### config.mk
export PLATFORM = sky130hd
export DESIGN_NAME = ramp_adc_analyzer
export DESIGN_NICKNAME = d
export VERILOG_FILES = /design/src/rtl/ramp_pkg.sv /design/src/rtl/ramp_datapath.sv /design/src/rtl/ramp_ctrl.sv /design/src/rtl/ramp_adc_analyzer.sv
export SDC_FILE = /design/constraint.sdc
export NUM_CORES = 1
export LEC_CHECK = 0
export BUFFER_PORTS_ARGS = -buffer_cell sky130_fd_sc_hd__buf_2
export CAP_MARGIN = 15
export CORE_MARGIN = 10
export CORE_UTILIZATION = 40
export DETAILED_ROUTE_END_ITERATION = 6
export HOLD_SLACK_MARGIN = 0.05
export PLACE_DENSITY_LB_ADDON = 0.05
export SLEW_MARGIN = 20
export SYNTH_ARGS = -nofsm -noshare
export SYNTH_HDL_FRONTEND = slang
export SYNTH_SLANG_ARGS = --single-unit
### constraint.sdc
create_clock -name clk -period 3.05 [get_ports clk]
set_clock_uncertainty 0.1 [all_clocks]
set_input_delay 0.61 -clock clk [delete_from_list [all_inputs] [get_ports clk]]
set_output_delay 0.61 -clock clk [all_outputs]
set_load 0.03 [all_outputs]
### src/rtl/ramp_pkg.sv
package ramp_pkg;

  typedef enum logic [1:0] {
    PH_IDLE,
    PH_ARMED,
    PH_COLLECT,
    PH_DONE
  } phase_t;

  // strobes from control to datapath
  typedef struct packed {
    logic clearAll;
    logic accLow;
    logic accHigh;
  } strobe_t;

endpackage

### src/rtl/ramp_datapath.sv
module ramp_datapath
  import ramp_pkg::*;
#(
  parameter int ADC_BITS = 8,
  parameter int SUM_BITS = 2 * ADC_BITS + 1,
  parameter int CNT_BITS = 16
) (
  input  logic                clk,
  input  logic                rst_n,
  input  strobe_t             strb,
  input  logic [ADC_BITS-1:0] sampleCode,
  output logic [SUM_BITS-1:0] lowSum,
  output logic [SUM_BITS-1:0] highSum,
  output logic [SUM_BITS-1:0] synTotal,
  output logic [SUM_BITS-1:0] synDiff,
  output logic [CNT_BITS-1:0] sampleCount
);

  localparam int PAD_BITS = SUM_BITS - ADC_BITS;

  logic [SUM_BITS-1:0] codeWide;
  assign codeWide = {{PAD_BITS{1'b0}}, sampleCode};

  always_ff @(posedge clk or negedge rst_n) begin
    if (!rst_n) begin
      lowSum      <= '0;
      highSum     <= '0;
      sampleCount <= '0;
    end else if (strb.clearAll) begin
      lowSum      <= '0;
      highSum     <= '0;
      sampleCount <= '0;
    end else begin
      if (strb.accLow)  lowSum  <= lowSum + codeWide;
      if (strb.accHigh) highSum <= highSum + codeWide;
      if (strb.accLow || strb.accHigh) sampleCount <= sampleCount + CNT_BITS'(1);
    end
  end

  always_comb begin
    synTotal = lowSum + highSum;
    synDiff  = highSum - lowSum;
  end


  low_hold_chk: assert property (@(posedge clk) disable iff (!rst_n)
    (!strb.accLow && !strb.clearAll) |=> $stable(lowSum));


  high_hold_chk: assert property (@(posedge clk) disable iff (!rst_n)
    (!strb.accHigh && !strb.clearAll) |=> $stable(highSum));


  count_mono_chk: assert property (@(posedge clk) disable iff (!rst_n)
    (!strb.clearAll) |=> (sampleCount >= $past(sampleCount)));

endmodule

### src/rtl/ramp_ctrl.sv
module ramp_ctrl
  import ramp_pkg::*;
#(
  parameter int ADC_BITS = 8,
  parameter int CNT_BITS = 16
) (
  input  logic                clk,
  input  logic                rst_n,
  input  logic                startPulse,
  input  logic                sampleValid,
  input  logic [ADC_BITS-1:0] sampleCode,
  input  logic [CNT_BITS-1:0] timeoutLimit,
  input  logic [CNT_BITS-1:0] sampleCount,
  output strobe_t             strb,
  output logic                done,
  output logic                errFlag
);

  localparam logic [CNT_BITS-1:0] MIN_COUNT = CNT_BITS'(2 ** (ADC_BITS - 2));

  phase_t              phase, phaseNext;
  logic [CNT_BITS-1:0] seen, seenNext;
  logic                doneNext, errNext;
  logic [CNT_BITS:0]   seenInc;
  logic                timeUp, isMax, isZero, countShort;

  always_comb begin
    seenInc    = {1'b0, seen} + (CNT_BITS + 1)'(1);
    timeUp     = seenInc >= {1'b0, timeoutLimit};
    isMax      = sampleCode == '1;
    isZero     = sampleCode == '0;
    countShort = sampleCount < MIN_COUNT;
  end

  always_comb begin
    phaseNext = phase;
    seenNext  = seen;
    doneNext  = done;
    errNext   = errFlag;
    strb      = '0;
    if (startPulse) begin
      strb.clearAll = 1'b1;
      phaseNext     = PH_ARMED;
      seenNext      = '0;
      doneNext      = 1'b0;
      errNext       = 1'b0;
    end else if (sampleValid) begin
      unique case (phase)
        PH_ARMED: begin
          seenNext = seenInc[CNT_BITS-1:0];
          if (isMax) begin
            phaseNext = PH_DONE;
            doneNext  = 1'b1;
            errNext   = 1'b1;
          end else begin
            if (!isZero) phaseNext = PH_COLLECT;
            if (timeUp) begin
              phaseNext = PH_DONE;
              doneNext  = 1'b1;
              errNext   = 1'b1;
            end
          end
        end
        PH_COLLECT: begin
          seenNext = seenInc[CNT_BITS-1:0];
          if (isMax) begin
            phaseNext = PH_DONE;
            doneNext  = 1'b1;
            errNext   = countShort;
          end else begin
            strb.accLow  = !sampleCode[ADC_BITS-1];
            strb.accHigh = sampleCode[ADC_BITS-1];
            if (timeUp) begin
              phaseNext = PH_DONE;
              doneNext  = 1'b1;
              errNext   = 1'b1;
            end
          end
        end
        default: ;
      endcase
    end
  end

  always_ff @(posedge clk or negedge rst_n) begin
    if (!rst_n) begin
      phase   <= PH_IDLE;
      seen    <= '0;
      done    <= 1'b0;
      errFlag <= 1'b0;
    end else begin
      phase   <= phaseNext;
      seen    <= seenNext;
      done    <= doneNext;
      errFlag <= errNext;
    end
  end


  done_hold_chk: assert property (@(posedge clk) disable iff (!rst_n)
    (done && !startPulse) |=> done);


  frozen_chk: assert property (@(posedge clk) disable iff (!rst_n)
    (done && !startPulse) |-> (!strb.accLow && !strb.accHigh));


  max_end_chk: assert property (@(posedge clk) disable iff (!rst_n)
    (phase == PH_COLLECT && sampleValid && isMax && !startPulse) |=> done);


  start_clear_chk: assert property (@(posedge clk) disable iff (!rst_n)
    startPulse |=> (!done && !errFlag));

endmodule

### src/rtl/ramp_adc_analyzer.sv
module ramp_adc_analyzer
  import ramp_pkg::*;
#(
  parameter int ADC_BITS     = 8,
  parameter int TIMEOUT_BITS = 16
) (
  input  logic                      clk,
  input  logic                      rst_n,
  input  logic                      startPulse,
  input  logic                      sampleValid,
  input  logic [ADC_BITS-1:0]       sampleCode,
  input  logic [TIMEOUT_BITS-1:0]   timeoutLimit,
  output logic [2*ADC_BITS:0]       lowSum,
  output logic [2*ADC_BITS:0]       highSum,
  output logic [2*ADC_BITS:0]       synTotal,
  output logic [2*ADC_BITS:0]       synDiff,
  output logic [TIMEOUT_BITS-1:0]   sampleCount,
  output logic                      done,
  output logic                      errFlag
);

  localparam int SUM_BITS = 2 * ADC_BITS + 1;

  strobe_t strb;

  ramp_ctrl #(
    .ADC_BITS (ADC_BITS),
    .CNT_BITS (TIMEOUT_BITS)
  ) ctrl (
    .clk          (clk),
    .rst_n        (rst_n),
    .startPulse   (startPulse),
    .sampleValid  (sampleValid),
    .sampleCode   (sampleCode),
    .timeoutLimit (timeoutLimit),
    .sampleCount  (sampleCount),
    .strb         (strb),
    .done         (done),
    .errFlag      (errFlag)
  );

  ramp_datapath #(
    .ADC_BITS (ADC_BITS),
    .SUM_BITS (SUM_BITS),
    .CNT_BITS (TIMEOUT_BITS)
  ) dpath (
    .clk         (clk),
    .rst_n       (rst_n),
    .strb        (strb),
    .sampleCode  (sampleCode),
    .lowSum      (lowSum),
    .highSum     (highSum),
    .synTotal    (synTotal),
    .synDiff     (synDiff),
    .sampleCount (sampleCount)
  );

endmodule

==> results.sh <==
export IMPL_cts_root_buf="clkbuf_16"
export IMPL_wl_mm=19.1
export IMPL_clkPwrFrac_pct=43.5
export IMPL_cts_buffer_depth=2
export IMPL_vias_per_cell=5.38
export IMPL_setup_ws_ns=-0.159
export IMPL_switching_share_pct=26.6
export IMPL_ys_warn_count=0
export IMPL_required_ns=2.34
export IMPL_synth_largest_area_cell="dfrtp_1"
export IMPL_clkSinkCount=70
export IMPL_place_gp_congestion=0.912
export IMPL_synth_top_family_by_area="simple AND/OR/NAND/NOR gates"
export IMPL_final_area_mm2=0.00876
export IMPL_ant_nets=0
export IMPL_pwr_share_comb_pct=19.2
export IMPL_numCtsBuffers=9
export IMPL_finalCritPeriodShare_pct=105
export IMPL_die_area_mm2=0.0209
export IMPL_grt_pass1_wl_mm=31.1
export IMPL_fp_row_count=45
export IMPL_ys_types=61
export IMPL_synth_adder_area_share_pct=15.0
export IMPL_synthMostInstantiatedCell="nor2_1"
export IMPL_cap_violations=0
export IMPL_cts_hold_buf=0
export IMPL_cellLeakagePower_nw=4.28
export IMPL_status="finished with violations"
export IMPL_netlist_instances=751
export IMPL_synth_nets=851
export IMPL_synth_xor_area_share_pct=11.7
export IMPL_dpl_cell_area_mm2=0.00754
export IMPL_critPathMaxFanout=7
export IMPL_grt_max_degree=71
export IMPL_syn_to_final_growth_pct=41.3
export IMPL_rsz0062_at_grt="yes"
export IMPL_grt_pass1_vias=6359
export IMPL_die_h_um=145
export IMPL_synthesis_area_mm2=0.00620
export IMPL_hp_class="in -> async"
export IMPL_async_reset_ff_share_pct=100
export IMPL_design_core_area_mm2=0.0152
export IMPL_crit_path_end_kind="primary output"
export IMPL_peakVddDrop_mv=0.227
export IMPL_yosys_top_cells_count="nor2_1, dfrtp_1, ha_1, a21oi_1, inv_1"
export IMPL_finalSetupViolCount=14
export IMPL_synth_main_ff_cell="dfrtp_1"
export IMPL_io_pin_count=114
export IMPL_n_antenna_cell=0
export IMPL_synthTopCellsByArea="dfrtp_1, ha_1, xnor2_1, a21oi_1, xor2_1"
export IMPL_power_share_sequential_pct=37.4
export IMPL_start_util_pct=40.8
export IMPL_worst_slew_pin_slew_ns=0.747
export IMPL_clkTransAtPathRegs_ns=0.06
export IMPL_nNetsFinal=1046
export IMPL_synthMuxAreaShare_pct=0.525
export IMPL_drv_slew=0
export IMPL_hold_violations=0
export IMPL_worstSetupPathType="reg -> out"
export IMPL_synth_top_area_share_pct=28.2
export IMPL_power_density_mw_per_mm2=289
export IMPL_cp_start_kind="flip-flop"
export IMPL_violations="DRC, setup timing"
export IMPL_dpl_hpwl_mm=14.5
export IMPL_avgRoutedWirePerCell_um=16.7
export IMPL_routed_via_count=6123
export IMPL_avgSynthCellArea_um2=8.26
export IMPL_fin_util_pct=57.6
export IMPL_drive_gt1_share_pct=37.4
export IMPL_htreeDepth=3
export IMPL_grt_overflow=0
export IMPL_min_period_ns=3.21
export IMPL_setup_tns_ns=-1.43
export IMPL_synth_edf_count=0
export IMPL_grt_use_total_pct=18.2
export IMPL_slew_headroom_pct=49.6
export IMPL_synth_simple_area_share_pct=21.1
export IMPL_drt_iter0_drc=217
export IMPL_drc=3
export IMPL_cts_tree="built"
export IMPL_synth_seq_cells=70
export IMPL_clk_latency_ns=0.33
export IMPL_p_switching_mw=0.673
export IMPL_fmax_mhz=312
export IMPL_fp_dieW_um=145
export IMPL_arrival_ns=2.50
export IMPL_yosysSeqAreaShare_pct=28.2
export IMPL_synth_compound_area_share_pct=18.0
export IMPL_p_int_mw=1.86
export IMPL_antenna_found_initial=0
export IMPL_io_buffers=113
export IMPL_drt_first_pass_iters=7
-- path summary, 6_finish.rpt --
| path | to | slack [ns] | from | depth (start not counted) |
|---|---|---|---|---|
| min in group clk | ctrl.done$_DFFE_PN0P_ | 0.44 | ctrl.done$_DFFE_PN0P_ | 2 |
| max | synTotal[16] | -0.16 | dpath.highSum[7]$_DFFE_PN0P_ | 9 |
| min reg2reg | ctrl.done$_DFFE_PN0P_ | 0.44 | ctrl.done$_DFFE_PN0P_ | 2 |
| min | ctrl.seen[15]$_DFFE_PN0P_ | 0.20 | rst_n | 2 |
| max in group asynchronous | dpath.highSum[6]$_DFFE_PN0P_ | 2.33 | rst_n | 2 |
| max reg2reg | ctrl.done$_DFFE_PN0P_ | 0.21 | ctrl.seen[0]$_DFFE_PN0P_ | 14 |
-- kinds of logic after synthesis --
family / Yosys count
and+or+nand+nor: 263
AOI/OAI and AO/OA: 175
buffers and inverters: 85
xor gates and xnor gates: 83
adders and majority gates: 72
DFF: 70
muxes: 3
-- sequential cells by signal, summed over array words and instances (netlist names) --
register	cells
ctrl.seen	16
dpath.lowSum	17
ctrl.errFlag	1
dpath.highSum	17
dpath.sampleCount	16
ctrl.phase	2
ctrl.done	1
-- routing by layer --
| layer | routed length (um) | GRT usage, % |
|---|---|---|
| met4 | 515 | 8.14 |
| met3 | 792 | 3.02 |
| met2 | 9360 | 31.1 |
| met5 | 0 | 0 |
| met1 | 8400 | 21.8 |
-- placed cells by master (no fill, tap or decap), types with 22 or more instances in the layout --
master | Yosys | layout
buf_2 | 2 | 91
buf_4 | 2 | 95
xor2_1 | 33 | 29
nor2_1 | 74 | 68
xnor2_1 | 50 | 43
dfrtp_1 | 70 | 51
buf_6 | 1 | 22
o21ai_0 | 28 | 24
nand2_1 | 58 | 58
a21oi_1 | 66 | 52
inv_1 | 59 | 51
ha_1 | 68 | 48
-- metrics by stage --
stage / worst slack (ns) / cells / power (mW) / hold WS [ns]
after global routing: -0.277 / 1139 / 2.64 / 0.221
after detailed placement: -0.0739 / 1096 / 1.37 / 0.435
final: -0.159 / 1139 / 2.53 / 0.198
after global placement: -0.0152 / 1096 / 1.36 / 0.438
after floorplan: 0.00479 / 751 / 1.22 / 0.214
after CTS: -0.155 / 1132 / 2.52 / 0.221
-- power groups by stage --
stage | clock, mW | sequential (mW) | combinational [mW]
floorplan | 0 | 0.968 | 0.250
global placement | 0 | 0.961 | 0.403
detailed placement | 0 | 0.962 | 0.410
CTS | 1.12 | 0.946 | 0.453
global route | 1.17 | 0.947 | 0.528
finish | 1.10 | 0.946 | 0.485
-- worst max-delay path, stage by stage (launching register included) --
cell and delay [ns]:
dfrtp_2 0.44, ha_4 0.30, inv_2 0.10, a2111oi_4 0.40
a21oi_2 0.11, buf_6 0.14, a211oi_2 0.22, o21bai_1 0.12
xor2_2 0.17, buf_6 0.16
-- repair_timing --
action | CTS | global route
resized for setup | 97 | 72
pin swaps | 25 | 35
buffers inserted | 20 | 8
endpoints found under the setup margin | 19 | 26
-- layout make-up --
| type | instances | area, um2 |
|---|---|---|
| inverter | 59 | 221 |
| clock buffer | 13 | 240 |
| tap | 188 | 235 |
| clock inverter | 3 | 68.8 |
| timing repair buffer | 210 | 1450 |
| fill | 1352 | 6440 |
| multi-input combinational | 596 | 4770 |
| sequential | 70 | 1780 |
Power figures use the tool's default switching activity.
